[config.mk]
export PLATFORM = sky130hd
export DESIGN_NAME = sgpio_chain_master
export DESIGN_NICKNAME = d
export VERILOG_FILES = /design/src/rtl/sgpio_chain_master.sv
export SDC_FILE = /design/constraint.sdc
export NUM_CORES = 1
export LEC_CHECK = 0
export BUFFER_PORTS_ARGS = -buffer_cell sky130_fd_sc_hd__buf_2
export CAP_MARGIN = 5
export CELL_PAD_IN_SITES_DETAIL_PLACEMENT = 0
export CELL_PAD_IN_SITES_GLOBAL_PLACEMENT = 2
export CORE_AREA = 3 3 251 253
export CTS_CLUSTER_DIAMETER = 60
export CTS_CLUSTER_SIZE = 20
export DETAILED_ROUTE_END_ITERATION = 8
export DIE_AREA = 0 0 254 256
export GPL_ROUTABILITY_DRIVEN = 0
export PLACE_DENSITY_LB_ADDON = 0.1
export SYNTH_ARGS = -nofsm -noshare
export SYNTH_HDL_FRONTEND = slang
export SYNTH_SLANG_ARGS = --single-unit
[constraint.sdc]
create_clock -name pclk -period 9.32 [get_ports pclk]
set_clock_uncertainty 0.15 [all_clocks]
set_input_delay 1.864 -clock pclk [delete_from_list [all_inputs] [get_ports pclk]]
set_output_delay 1.864 -clock pclk [all_outputs]
set_load 0.03 [all_outputs]
[src/rtl/sgpio_chain_master.sv]
module sgpio_chain_master #(
  parameter int MAX_PINS = 80,
  parameter int DIV_W    = 16
) (
  input  logic        pclk,
  input  logic        presetn,
  input  logic        psel,
  input  logic        penable,
  input  logic        pwrite,
  input  logic [9:0]  paddr,
  input  logic [31:0] pwdata,
  output logic [31:0] prdata,
  output logic        sclk_o,
  output logic        sdout_o,
  input  logic        sdin_i,
  output logic        latch_o,
  output logic        load_o
);
  localparam int NBANK = (MAX_PINS + 31) / 32;
  localparam int NGRP  = MAX_PINS / 8;
  localparam int CNT_W = $clog2(NGRP + 1);
  localparam int IDX_W = $clog2(MAX_PINS);
  localparam int FLAT  = NBANK * 32;

  typedef enum logic [1:0] {S_IDLE, S_SHIFT, S_STROBE} st_t;

  logic                ctrl_en;
  logic [CNT_W-1:0]    ctrl_grp;
  logic [DIV_W-1:0]    ctrl_div;
  logic [31:0]         out_q [NBANK];
  logic [MAX_PINS-1:0] out_flat;
  logic [MAX_PINS-1:0] tx_q;
  logic [FLAT-1:0]     hold_q;
  logic [FLAT-1:0]     in_q;
  logic [DIV_W-1:0]    pre_q;
  logic [IDX_W-1:0]    bit_q;
  logic [IDX_W-1:0]    last_q;
  st_t                 st_q;
  logic                sclk_q;
  logic                strb_q;

  wire             acc    = psel & penable & (paddr[1:0] == 2'b00);
  wire             wr     = acc & pwrite;
  wire [1:0]       area   = paddr[9:8];
  wire [5:0]       bank   = paddr[7:2];
  wire             grp_ok = (ctrl_grp != '0) && (ctrl_grp <= CNT_W'(NGRP));
  wire             run    = ctrl_en & grp_ok;
  wire             tick   = (pre_q >= ctrl_div);
  wire [IDX_W-1:0] last_d = IDX_W'({ctrl_grp, 3'b000} - (CNT_W + 3)'(1));

  function automatic logic [31:0] bank_mask(input int b);
    int n;
    n = MAX_PINS - 32 * b;
    if (n >= 32) return '1;
    return (32'd1 << n) - 32'd1;
  endfunction

  always_ff @(posedge pclk or negedge presetn) begin
    if (!presetn) begin
      ctrl_en  <= 1'b0;
      ctrl_grp <= '0;
      ctrl_div <= '0;
      for (int b = 0; b < NBANK; b++) out_q[b] <= '0;
    end else if (wr) begin
      if (area == 2'd0 && bank == 6'd0) begin
        ctrl_en  <= pwdata[0];
        ctrl_grp <= pwdata[6 +: CNT_W];
        ctrl_div <= pwdata[16 +: DIV_W];
      end
      if (area == 2'd1)
        for (int b = 0; b < NBANK; b++)
          if (bank == 6'(b)) out_q[b] <= pwdata & bank_mask(b);
    end
  end

  always_comb
    for (int i = 0; i < MAX_PINS; i++) out_flat[i] = out_q[i / 32][i % 32];

  always_comb begin
    prdata = '0;
    case (area)
      2'd0: if (bank == 6'd0) begin
        prdata[0]           = ctrl_en;
        prdata[6 +: CNT_W]  = ctrl_grp;
        prdata[16 +: DIV_W] = ctrl_div;
      end
      2'd2: for (int b = 0; b < NBANK; b++) if (bank == 6'(b)) prdata = out_q[b];
      2'd3: for (int b = 0; b < NBANK; b++) if (bank == 6'(b)) prdata = in_q[b*32 +: 32];
      default: ;
    endcase
  end

  always_ff @(posedge pclk or negedge presetn) begin
    if (!presetn) begin
      st_q   <= S_IDLE;
      sclk_q <= 1'b0;
      strb_q <= 1'b0;
      pre_q  <= '0;
      bit_q  <= '0;
      last_q <= '0;
      tx_q   <= '0;
      hold_q <= '0;
      in_q   <= '0;
    end else if (!run) begin
      st_q   <= S_IDLE;
      sclk_q <= 1'b0;
      strb_q <= 1'b0;
      pre_q  <= '0;
      bit_q  <= '0;
      tx_q   <= '0;
    end else begin
      case (st_q)
        S_IDLE: begin
          st_q   <= S_SHIFT;
          tx_q   <= out_flat;
          hold_q <= '0;
          last_q <= last_d;
          bit_q  <= '0;
          pre_q  <= '0;
        end
        S_SHIFT: begin
          if (!tick) begin
            pre_q <= pre_q + DIV_W'(1);
          end else begin
            pre_q <= '0;
            if (!sclk_q) begin
              sclk_q        <= 1'b1;
              hold_q[bit_q] <= sdin_i;
            end else begin
              sclk_q <= 1'b0;
              if (bit_q == last_q) begin
                st_q   <= S_STROBE;
                strb_q <= 1'b1;
                in_q   <= hold_q;
              end else begin
                bit_q <= bit_q + IDX_W'(1);
                tx_q  <= tx_q >> 1;
              end
            end
          end
        end
        S_STROBE: begin
          if (!tick) begin
            pre_q <= pre_q + DIV_W'(1);
          end else begin
            st_q   <= S_SHIFT;
            strb_q <= 1'b0;
            pre_q  <= '0;
            tx_q   <= out_flat;
            hold_q <= '0;
            last_q <= last_d;
            bit_q  <= '0;
          end
        end
        default: st_q <= S_IDLE;
      endcase
    end
  end

  assign sclk_o  = sclk_q;
  assign sdout_o = tx_q[0];
  assign latch_o = strb_q;
  assign load_o  = strb_q;
endmodule

; ---- Word level (Yosys, flattened, before mapping)
; Index checks and enable logic that the tools add are counted.
[word_totals]
register_bits = 407
input_bits = 48
out_inout_bits = 36
word_cells = 131
[classes]
add_sub_neg = 3
n_lt_le_gt_ge = 4
n_eq_ne = 21
mux = 60
bitwise = 6
reduce_logical = 22
[ops]
columns = op, n
row1 = $mux W80, 5
row2 = $mux W32, 12
row3 = $mux W96, 3
row4 = $pmux W96 S3, 1
row5 = $pmux W80 S3, 1
row6 = $bwmux W96, 1
row7 = $and A32 B32 Y32, 2
row8 = $mux W16, 3
row9 = $pmux W16 S3, 1
row10 = $mux W7, 6
row11 = $pmux W16 S2, 1
row12 = $pmux W7 S3, 1
row13 = $reduce_and A5 Y1, 4
row14 = $add A16 B1 Y16 const B, 1
row15 = $ge A16 B16 Y1, 1
row16 = $ne A3 B3 Y1 const B, 5
row17 = $pmux W7 S2, 1
row18 = $pmux W4 S3, 1
row19 = $pmux W6 S2, 1
row20 = $reduce_and A3 Y1, 4
row21 = $mux W1, 11
row22 = $mux W2, 5
row23 = $pmux W5 S2, 1
row24 = $lt A7 B8 Y1 const B, 1
row25 = other kinds (29), 43

; ---- Logic depth before layout (Yosys ltp)
; Gate-level depths: netlist of the first run.
[logic_depth]
ltp_word = 8
ltp_mapped = 12

; ---- Worst setup path after synthesis of the first run
; No wires, ideal clock.
[synth_timing]
kind = input to output
start = input paddr[7]
end = output prdata[16]
t_arrival_ns = 4.222
required_time_ns = 7.306
slack_ns = 3.084
stages = 6
cell_sequence = or4_1 -> nor3_1 -> clkbuf_1 -> clkbuf_1 -> a22oi_1 -> o21ai_0
[synth_via]
elab_chain_cells = 5
elab_cells_between_ends = 11
[synth_lines]
columns = element, line
row1 = start: declaration, 10  ; input logic [9:0] paddr,
row2 = $logic_not A6 Y1, "82, 87, 88"
row3 = $mux W32 (on tied branches) (3 in series), "88, 87"
row4 = $pmux W16 S3 *, 81  ; case (area)
row5 = end: declaration, 12  ; output logic [31:0] prdata,
; Mark *: on every way between the ends. The rest lies on a longest branch, timed or not.

; ---- Worst setup path in the final report of the first run
[layout_timing]
start = input paddr[2]
end = output prdata[9]
[layout_via]
elab_chain_cells = 5
elab_cells_between_ends = 11
[layout_lines]
columns = element, line
row1 = $logic_not A6 Y1, "82, 87, 88"
row2 = $mux W32 (on tied branches) (3 in series), "88, 87"
row3 = $pmux W4 S3 *, 81
; Marked as above.

==> out/metrics.yaml, run 1 <==
tritoncts_num_sinks: 405
timing.fmax_ghz: 0.151
min-delay-path-class: "flip-flop to flip-flop"
clk_pin_slew_worst_paths_ns: 0.06
drt_iter0_markers: 1338
yosys.area.top_type: "sky130_fd_sc_hd__dfrtp_1"
globalRouteMet3Util_pct: 3.12
postLayoutCellArea_mm2: 0.0239
gr-usage-met2_pct: 29.9
clock_latency_reported_for_the_late_side_of_the_worst_skew_pair_ns: 0.59
final_layout_size_suffix_gt1_share_pct: 22.9
required_ns: 7.31
sum_of_negative_setup_slack_ns: 0
design.core.area_mm2: 0.0613
commonest_cells_post_synth: "405 x sky130_fd_sc_hd__dfrtp_1, 326 x sky130_fd_sc_hd__nand2_1, 219 x sky130_fd_sc_hd__mux2_2"
finalMaxSlewViolations: 0
cell_area_after_placement_mm2: 0.0222
cts_repair_resize_count: 0
gr-max-usage-layer: "met1"
cts.htree.levels: 2
postRouteWirelength_um: 67100
synth_edf_count: 0
post-route-period-util_pct: 71.1
grt_setup_unrepaired: "no"
power.switching_mw: 0.911
power.leakage_nw: 11.6
share_comb_of_total_power_pct: 2.3
cts-buffers-inserted: 49
synthesis.area_per_instance_um2: 10.4
finish.net_count: 2109
grt_antenna_before_repair: 1
cp_data_arrival_time_ns: 4.62
cts-root-to-sink-buffers: 3
wire_per_inst_um: 23.5
mappedNetlistNets: 2119
cts_post_setup_buffers_inserted: 0
placement_rows: 91
yosysSeqAreaShare_pct: 47.6
grt_max_degree: 154
drt.antenna.violating_nets: 0
floorplan.die.width_um: 254
dp_hpwl_um: 42700
post_synth_instance_area_mm2: 0.0213
drv.max_cap_violation_count: 0
final_critical_path_setup_slack_ns: 2.69
power.ir.vdd_worst_mv: 0.112
timing.setup.critical_path_class: "input port to primary output"
postSynthCellCount: 2046
fin_total_pwr_mw: 3.92
io_pins: 84
multi_input_comb_area_mm2: 0.0103
tightest_slew_ns: 1.17
critical_path.startpoint_type: "input port"
status: "finished clean"
yosys_warnings: 0
power_density_mw_per_mm2: 164
power.share.switching_pct: 23.3
antenna_diode_count: 0
grt.met1_usage_pct: 31.9
synth.most_common_cell: "sky130_fd_sc_hd__dfrtp_1"
setup_viol_count_final: 0
yosys-top-cells-area: "sky130_fd_sc_hd__dfrtp_1 48%, sky130_fd_sc_hd__mux2_2 12%, sky130_fd_sc_hd__nand2_1 5.8%"
layout.cells.non_filler: 2860
ys_dominant_reg_cell: "sky130_fd_sc_hd__dfrtp_1"
layout.area.seq_mm2: 0.0101
groute.usage.overall_pct: 20.6
intPower_mw: 3.00
holdBufCountCts: 0
globalRoute.totalOverflow: 0
finalHoldViolations: 0
slew_margin_rel_pct: 21.7
cts_tree: "done"
netlist-cell-type-count: 56
drc_errors: 0
vias: 15925
clkPwrFrac_pct: 52.7
synth-async-reset-ratio_pct: 100
detailed_routing_iteration_count_for_the_pre_antenna_repair_pass: 6
worstSetupEndpointType: "primary output"
die_area_mm2: 0.0650
grt_first_pass_wirelength_um: 103000
initial_core_utilization_pct: 34.7
cts_root_buffer: "sky130_fd_sc_hd__clkbuf_16"
avgViaCountPerCell: 5.57
die_height_um: 256
synth_seq_cells: 405
maximum_fanout_encountered_on_the_critical_timing_path: 43
area_delta_synth_final_pct: 12.5
number_of_global_route_vias_before_repair: 15873
final_period_minus_worst_setup_slack_ns: 6.63
seq_power_share_pct: 45.0
place_worst_setup_slack_ns: 2.70
dp.cells: 2775
port_buffer_count: 83
number_of_inserted_filler_cells_in_the_final_layout: 6058
synth.top_cell.area_share_pct: 47.6
worst max-delay path, stage by stage:
cell	delay, ns
sky130_fd_sc_hd__buf_2	0.56
sky130_fd_sc_hd__nor2b_1	0.27
sky130_fd_sc_hd__nor2b_4	0.96
sky130_fd_sc_hd__a222oi_1	0.32
sky130_fd_sc_hd__mux2i_1	0.20
sky130_fd_sc_hd__a22o_1	0.20
sky130_fd_sc_hd__buf_2	0.22
per-layer routing:
| layer | share of wire [%] | vias up |
|---|---|---|
| li1 | - | 7373 |
| met1 | 51 | 8168 |
| met2 | 43 | 307 |
| met3 | 3.8 | 77 |
| met4 | 2.1 | 0 |
| met5 | 0 | - |
cells by family after synthesis:
family                   count (synthesis)  share of synthesized area (%)
AO/OA/AOI/OAI                          405                           13.2
multiplexers                           370                           19.6
flip-flops                             405                           47.6
XOR/XNOR                                 5                          0.206
adder cells (fa/ha/maj)                 25                           1.47
AND/OR/NAND/NOR                        629                           13.5
buffers and inverters                  207                           4.32
per-stage QoR:
step	utilization [%]	hold WS, ns
final	39.1	0.350
after global routing	39.1	0.365
after CTS	39.1	0.357
after detailed placement	36.3	0.341
after global placement	36.3	0.330
after floorplan	-	0.313
path summary, 6_finish.rpt:
kind / from / endpoint / slack, ns / cells after the start
setup / recovery: paddr[2] / prdata[9] / 2.69 / 7
hold / removal: last_q[2] / last_q[2] / 0.35 / 1
setup reg to reg: ctrl_div[1] / hold_q[51] / 5.10 / 10
hold reg to reg: last_q[2] / last_q[2] / 0.35 / 1
max in group asynchronous: presetn / hold_q[30] / 6.36 / 2
min in group asynchronous: presetn / tx_q[0] / 1.16 / 1
area by class of cell:
class / instances / area share [%]
Sequential cell: 405 / 42.3
Tap cell: 790 / 4.13
Clock inverter: 32 / 1.85
Inverter: 40 / 0.627
Multi-Input combinational cell: 1434 / 43.1
Timing Repair Buffer: 106 / 2.60
Clock buffer: 53 / 5.31
power by group through the flow:
stage / clock network, mW / logic (mW) / registers, mW
CTS: 2.13 / 0.0955 / 1.76
finish: 2.06 / 0.0911 / 1.76
floorplan: 0 / 0.0234 / 1.79
global route: 2.20 / 0.102 / 1.76
detailed placement: 0 / 0.0951 / 1.80
global placement: 0 / 0.0945 / 1.80
placed cells by master (no fill, tap or decap), types with 4 or more instances in the layout:
cell                        instances
sky130_fd_sc_hd__dfrtp_1          404
sky130_fd_sc_hd__nand2_1          326
sky130_fd_sc_hd__mux2_2           219
sky130_fd_sc_hd__mux2i_1          111
sky130_fd_sc_hd__a21oi_1          107
sky130_fd_sc_hd__buf_2             82
sky130_fd_sc_hd__and3_1            79
sky130_fd_sc_hd__nor3_1            78
sky130_fd_sc_hd__o21ai_0           75
sky130_fd_sc_hd__a211o_1           72
sky130_fd_sc_hd__nor2_1            64
sky130_fd_sc_hd__clkbuf_16         49
sky130_fd_sc_hd__a22oi_1           44
sky130_fd_sc_hd__inv_1             40
sky130_fd_sc_hd__mux2_4            40
sky130_fd_sc_hd__ha_1              24
sky130_fd_sc_hd__a221o_1           23
sky130_fd_sc_hd__buf_4             21
sky130_fd_sc_hd__nand3_1           17
sky130_fd_sc_hd__a22o_1            14
sky130_fd_sc_hd__a31oi_1           13
sky130_fd_sc_hd__a222oi_1          10
sky130_fd_sc_hd__inv_6              9
sky130_fd_sc_hd__o21a_1             8
sky130_fd_sc_hd__bufinv_16          8
sky130_fd_sc_hd__nor2b_1            7
sky130_fd_sc_hd__or3_1              7
sky130_fd_sc_hd__nor4_1             7
sky130_fd_sc_hd__o211ai_1           7
sky130_fd_sc_hd__or4_1              6
sky130_fd_sc_hd__o311a_1            6
sky130_fd_sc_hd__nand4_1            6
sky130_fd_sc_hd__nand2b_1           6
sky130_fd_sc_hd__clkinv_2           6
sky130_fd_sc_hd__a221oi_1           5
sky130_fd_sc_hd__and2_1             4
sky130_fd_sc_hd__nand3b_1           4
sky130_fd_sc_hd__o31ai_1            4
sky130_fd_sc_hd__xor2_1             4
sky130_fd_sc_hd__clkinv_4           4
state kept, by name (all words and copies together) (netlist names):
| name | flops |
|---|---|
| in_q | 96 |
| pre_q | 16 |
| bit_q | 7 |
| st_q | 2 |
| out_flat | 80 |
| ctrl_div | 16 |
| ctrl_en | 1 |
| hold_q | 96 |
| tx_q | 80 |
| ctrl_grp | 4 |
| sclk_o | 1 |
| latch_o | 1 |
| last_q | 5 |
Note: power is estimated with default switching activity, not from simulation.
==> run 2: changes to the inputs <==
- clock period: 9.32 -> 6.33 ns (I/O delays scaled with it)
==> run 2 against run 1 <==
Against the previous run: critical path depth grew 1; clock power up 37%; non-clock buffer count rose by 6; register-to-register slack worse by 2.8 ns; sequential cell count unchanged; die area unchanged; critical path type unchanged; setup slack worse by 1.5 ns; final cell count up 0.24%; sequential power up 47%; worst hold slack gained 0.0070 ns; design area is essentially flat; sequential share of layout area hardly changed.
==> out/metrics.yaml, run 2 (synthesis gave the netlist of run 1 again) <==
status: "finished clean"
layout_top_registers: "hold_q: 96 flops, in_q: 96 flops"
placement_rows: 91
fin_total_pwr_mw: 5.56
power_density_mw_per_mm2: 233
critical_path.startpoint_type: "input port"
holdBufCountCts: 0
avgViaCountPerCell: 5.57
io_pins: 84
grt_setup_unrepaired: "no"
globalRoute.totalOverflow: 0
drt.antenna.violating_nets: 0
initial_core_utilization_pct: 34.7
dp.cells: 2781
number_of_inserted_filler_cells_in_the_final_layout: 6030
die_height_um: 256
power.switching_mw: 1.39
vias: 15966
floorplan.die.width_um: 254
final_period_minus_worst_setup_slack_ns: 5.14
post-route-period-util_pct: 81.1
tritoncts_num_sinks: 405
die_area_mm2: 0.0650
clk_pin_slew_worst_paths_ns: 0.07
wire_per_inst_um: 23.3
share_comb_of_total_power_pct: 2.4
clkPwrFrac_pct: 50.9
area_delta_synth_final_pct: 12.4
cts_root_buffer: "sky130_fd_sc_hd__clkbuf_16"
design.core.area_mm2: 0.0613
clock_latency_reported_for_the_late_side_of_the_worst_skew_pair_ns: 0.60
cts_post_setup_buffers_inserted: 0
slew_margin_rel_pct: 14.7
drv.max_cap_violation_count: 0
worst_r2r_path_depth: 6
timing.fmax_ghz: 0.195
maximum_fanout_encountered_on_the_critical_timing_path: 16
worstSetupEndpointType: "primary output"
place_worst_setup_slack_ns: 1.23
groute.usage.overall_pct: 20.6
grt_max_degree: 149
required_ns: 4.91
final_layout_size_suffix_gt1_share_pct: 23.0
final_cell_mix: "404 x sky130_fd_sc_hd__dfrtp_1, 326 x sky130_fd_sc_hd__nand2_1, 219 x sky130_fd_sc_hd__mux2_2"
timing.setup.critical_path_class: "input port to primary output"
power.leakage_nw: 11.6
power.ir.vdd_worst_mv: 0.181
dp_hpwl_um: 43000
final_core_utilization_pct: 39.0
cell_area_after_placement_mm2: 0.0223
power.share.switching_pct: 25.0
tightest_slew_ns: 1.28
number_of_global_route_vias_before_repair: 15658
sum_of_negative_setup_slack_ns: 0
grt_antenna_before_repair: 2
drc_errors: 0
cts-buffers-inserted: 45
finalHoldViolations: 0
final_critical_path_setup_slack_ns: 1.19
setup_viol_count_final: 0
grt_first_pass_wirelength_um: 103000
postLayoutCellArea_mm2: 0.0239
cts-root-to-sink-buffers: 3
cts_repair_resize_count: 0
postRouteWirelength_um: 66900
finalMaxSlewViolations: 0
seq_power_share_pct: 46.6
cts_tree: "done"
cts.htree.levels: 2
intPower_mw: 4.17
finish.net_count: 2111
cp_data_arrival_time_ns: 3.72
layout_commonest_cell: "sky130_fd_sc_hd__dfrtp_1"
r2r_setup_slack_ns: 2.27
detailed_routing_iteration_count_for_the_pre_antenna_repair_pass: 8
port_buffer_count: 83
layout.cells.non_filler: 2867
min-delay-path-class: "input port to asynchronous set/reset pin"
minimum_hold_slack_ns: 0.357
drt_iter0_markers: 1197
run 2: cell count changes in the layout (fill, tap and decap cells not counted), sizes merged:
cell,before,now
clkinvlp,2,1
buf,106,112
clkinv,12,13
diode,0,2
bufinv,8,2
inv,50,55
run 2: layer usage:
layer	wire, µm	track usage (%)
met1	33600	31.8
met2	28800	29.9
met3	3070	3.19
met4	1380	5.14
met5	0	0
run 2: path summary, 6_finish.rpt:
kind                                from         to
max in group asynchronous        presetn   in_q[60]
worst max-delay path            paddr[7]  prdata[7]
worst min register to register  in_q[45]   in_q[45]
min in group pclk               in_q[45]   in_q[45]
worst max register to register   st_q[1]   in_q[85]
worst min-delay path             presetn   tx_q[44]
run 2: layout make-up:
type                            count  area, µm²  area share (%)
Antenna cell                        2       5.00          0.0209
Clock buffer                       53       1240            5.18
Clock inverter                     31        365            1.53
Inverter                           40        150           0.628
Multi-Input combinational cell   1434      10300            43.2
Sequential cell                   405      10100            42.4
Tap cell                          790        988            4.13
Timing Repair Buffer              112        706            2.95
run 2: power by group through the flow:
| stage | Combinational (mW) | Sequential [mW] | Clock, mW |
|---|---|---|---|
| detailed placement | 0.141 | 2.64 | 0 |
| CTS | 0.141 | 2.59 | 2.93 |
| global placement | 0.140 | 2.64 | 0 |
| floorplan | 0.0344 | 2.64 | 0 |
| finish | 0.135 | 2.59 | 2.83 |
| global route | 0.152 | 2.59 | 3.03 |
run 2: worst max-delay path: stages:
cell	delay, ns
sky130_fd_sc_hd__buf_2	0.13
sky130_fd_sc_hd__or4_1	0.66
sky130_fd_sc_hd__nor2_1	0.21
sky130_fd_sc_hd__and2_1	0.58
sky130_fd_sc_hd__a222oi_1	0.23
sky130_fd_sc_hd__mux2i_1	0.21
sky130_fd_sc_hd__a22o_1	0.21
sky130_fd_sc_hd__buf_2	0.22
==> run 3: changes to the inputs <==
- clock period: 6.33 -> 4.2 ns (I/O delays scaled with it)
==> run 3 against run 2 <==
Against the previous run: total power up 52%; clock power up 54%; count of clock-buffer cells in the layout down 4; combinational power up 67%; global-route usage up 0.093 points; sequential power up 51%; non-clock buffer count up 31; via count up 0.78%; routed wire length up 1.3%; core utilization up 0.81 points; critical endpoint is now prdata[22]; largest cell class unchanged; largest power group unchanged.
==> out/metrics.yaml, run 3 (synthesis gave the netlist of run 1 again) <==
groute.usage.overall_pct: 20.7
maximum_fanout_encountered_on_the_critical_timing_path: 21
layout.cells.non_filler: 2897
cp_cell_sequence: "buf_2, or4_1, or3_1, nor3_2, buf_12, a22oi_1, o21ai_0, buf_2"
postRouteWirelength_um: 67800
timing.rr.end: "in_q[57]"
final_critical_path_setup_slack_ns: 0.189
holdBufCountCts: 0
wire_per_inst_um: 23.4
cts_tree: "done"
detailed_routing_iteration_count_for_the_pre_antenna_repair_pass: 6
cts-root-to-sink-buffers: 3
postLayoutCellArea_mm2: 0.0244
cts.htree.levels: 2
die_height_um: 256
finalHoldViolations: 0
required_ns: 3.21
cts-buffers-inserted: 45
clock_latency_reported_for_the_late_side_of_the_worst_skew_pair_ns: 0.60
io_pins: 84
vias: 16091
cts_root_buffer: "sky130_fd_sc_hd__clkbuf_16"
layout.area.seq_mm2: 0.0101
r2r_setup_slack_ns: 0.67
critical_path.reg2reg.startpoint: "pre_q[11]"
cp.buffers_inverters: 3
grt_setup_unrepaired: "no"
timing.critical_path.max_delay_family: "simple AND/OR/NAND/NOR gates"
drt_iter0_markers: 1223
minimum_hold_slack_ns: 0.163
number_of_inserted_filler_cells_in_the_final_layout: 6005
cell_area_after_placement_mm2: 0.0228
setup_viol_count_final: 0
cts_post_setup_buffers_inserted: 0
intPower_mw: 6.40
slew_margin_rel_pct: 32.1
dp_hpwl_um: 44000
port_buffer_count: 83
tightest_slew_ns: 1.02
layout_top_registers: "hold_q: 96 flops, in_q: 96 flops"
critical_path.startpoint_type: "input port"
cts_repair_resize_count: 0
share_comb_of_total_power_pct: 2.7
fin_total_pwr_mw: 8.48
globalRoute.totalOverflow: 0
number_of_global_route_vias_before_repair: 15886
clkPwrFrac_pct: 51.3
sum_of_negative_setup_slack_ns: 0
power.switching_mw: 2.08
post-route-period-util_pct: 95.5
grt_first_pass_wirelength_um: 104000
dp.cells: 2812
final_period_minus_worst_setup_slack_ns: 4.01
power.ir.vdd_worst_mv: 0.306
drv.max_cap_violation_count: 0
crit_path_max_incr_delay_ns: 0.65
finish.net_count: 2142
tritoncts_num_sinks: 405
power.leakage_nw: 11.8
multi_input_comb_area_mm2: 0.0103
seq_power_share_pct: 46.1
final_core_utilization_pct: 39.9
drt.antenna.violating_nets: 0
worstSetupEndpointType: "primary output"
final_layout_size_suffix_gt1_share_pct: 24.2
finalMaxSlewViolations: 0
crit_path_frequent_cell: "sky130_fd_sc_hd__buf_2"
avgViaCountPerCell: 5.55
placement_rows: 91
place_worst_setup_slack_ns: 0.142
grt_max_degree: 166
worst_r2r_path_depth: 8
grt_antenna_before_repair: 3
die_area_mm2: 0.0650
status: "finished clean"
floorplan.die.width_um: 254
drc_errors: 0
cp_data_arrival_time_ns: 3.02
power_density_mw_per_mm2: 347
crit_path_top_delay_cell: "sky130_fd_sc_hd__or4_1"
area_delta_synth_final_pct: 14.7
timing.fmax_ghz: 0.249
clk_pin_slew_worst_paths_ns: 0.06
timing.setup.critical_path_class: "input port to primary output"
min-delay-path-class: "input port to asynchronous set/reset pin"
design.core.area_mm2: 0.0613
power.share.switching_pct: 24.6
initial_core_utilization_pct: 34.7
layout_commonest_cell: "sky130_fd_sc_hd__dfrtp_1"
final_cell_mix: "404 x sky130_fd_sc_hd__dfrtp_1, 326 x sky130_fd_sc_hd__nand2_1, 219 x sky130_fd_sc_hd__mux2_2"
==> run 3: cell count changes in the layout (fill, tap and decap cells not counted), sizes merged <==
cell      previous run  this run
clkbuf              53        49
diode                2         1
clkinvlp             1         5
inv                 55        53
bufinv               2         5
clkinv              13        12
buf                112       143
==> run 3: routing by layer <==
| layer | track usage, % | up-vias | wire length (µm) |
|---|---|---|---|
| li1 | - | 7452 | - |
| met3 | 3.01 | 74 | 2930 |
| met2 | 30.4 | 328 | 29300 |
| met5 | 0 | - | 13 |
| met1 | 32.1 | 8235 | 34300 |
| met4 | 4.35 | 2 | 1220 |
==> run 3: area by class of cell <==
class,instances,share of cell area [%]
clock buffers,49,4.85
multi-input cells,1434,42.3
inverters,40,0.615
clock inverters,35,1.75
well taps,790,4.05
diodes,1,0.0103
repair buffers,143,4.92
flip-flops and latches,405,41.5
==> run 3: power by group through the flow <==
stage               logic (mW)  clock network [mW]  registers [mW]
finish                   0.225                4.35            3.91
floorplan               0.0519                   0            3.98
CTS                      0.235                4.49            3.91
detailed placement       0.234                   0            3.98
global placement         0.233                   0            3.98
global route             0.251                4.65            3.91
==> run 3: worst register-to-register path, stage by stage, from the launching register on <==
cell and delay, ns:
sky130_fd_sc_hd__dfrtp_1 0.47, sky130_fd_sc_hd__ha_1 0.36, sky130_fd_sc_hd__nand4_1 0.26, sky130_fd_sc_hd__nor4_4 0.40
sky130_fd_sc_hd__o31a_4 0.26, sky130_fd_sc_hd__nor3_2 0.07, sky130_fd_sc_hd__or3_4 0.69, sky130_fd_sc_hd__buf_12 0.42
sky130_fd_sc_hd__mux2_4 0.33
==> run 3: worst max-delay path by stage <==
stage	cells past startpoint	from	end	slack [ns]
2_1_floorplan	6	paddr[7]	prdata[16]	0.01
3_3_place_gp	8	paddr[7]	prdata[22]	0.19
3_5_place_dp	8	paddr[7]	prdata[8]	0.14
4_1_cts	8	paddr[7]	prdata[8]	0.14
5_1_grt	8	paddr[7]	prdata[2]	0.11
6_report	8	paddr[7]	prdata[22]	0.19
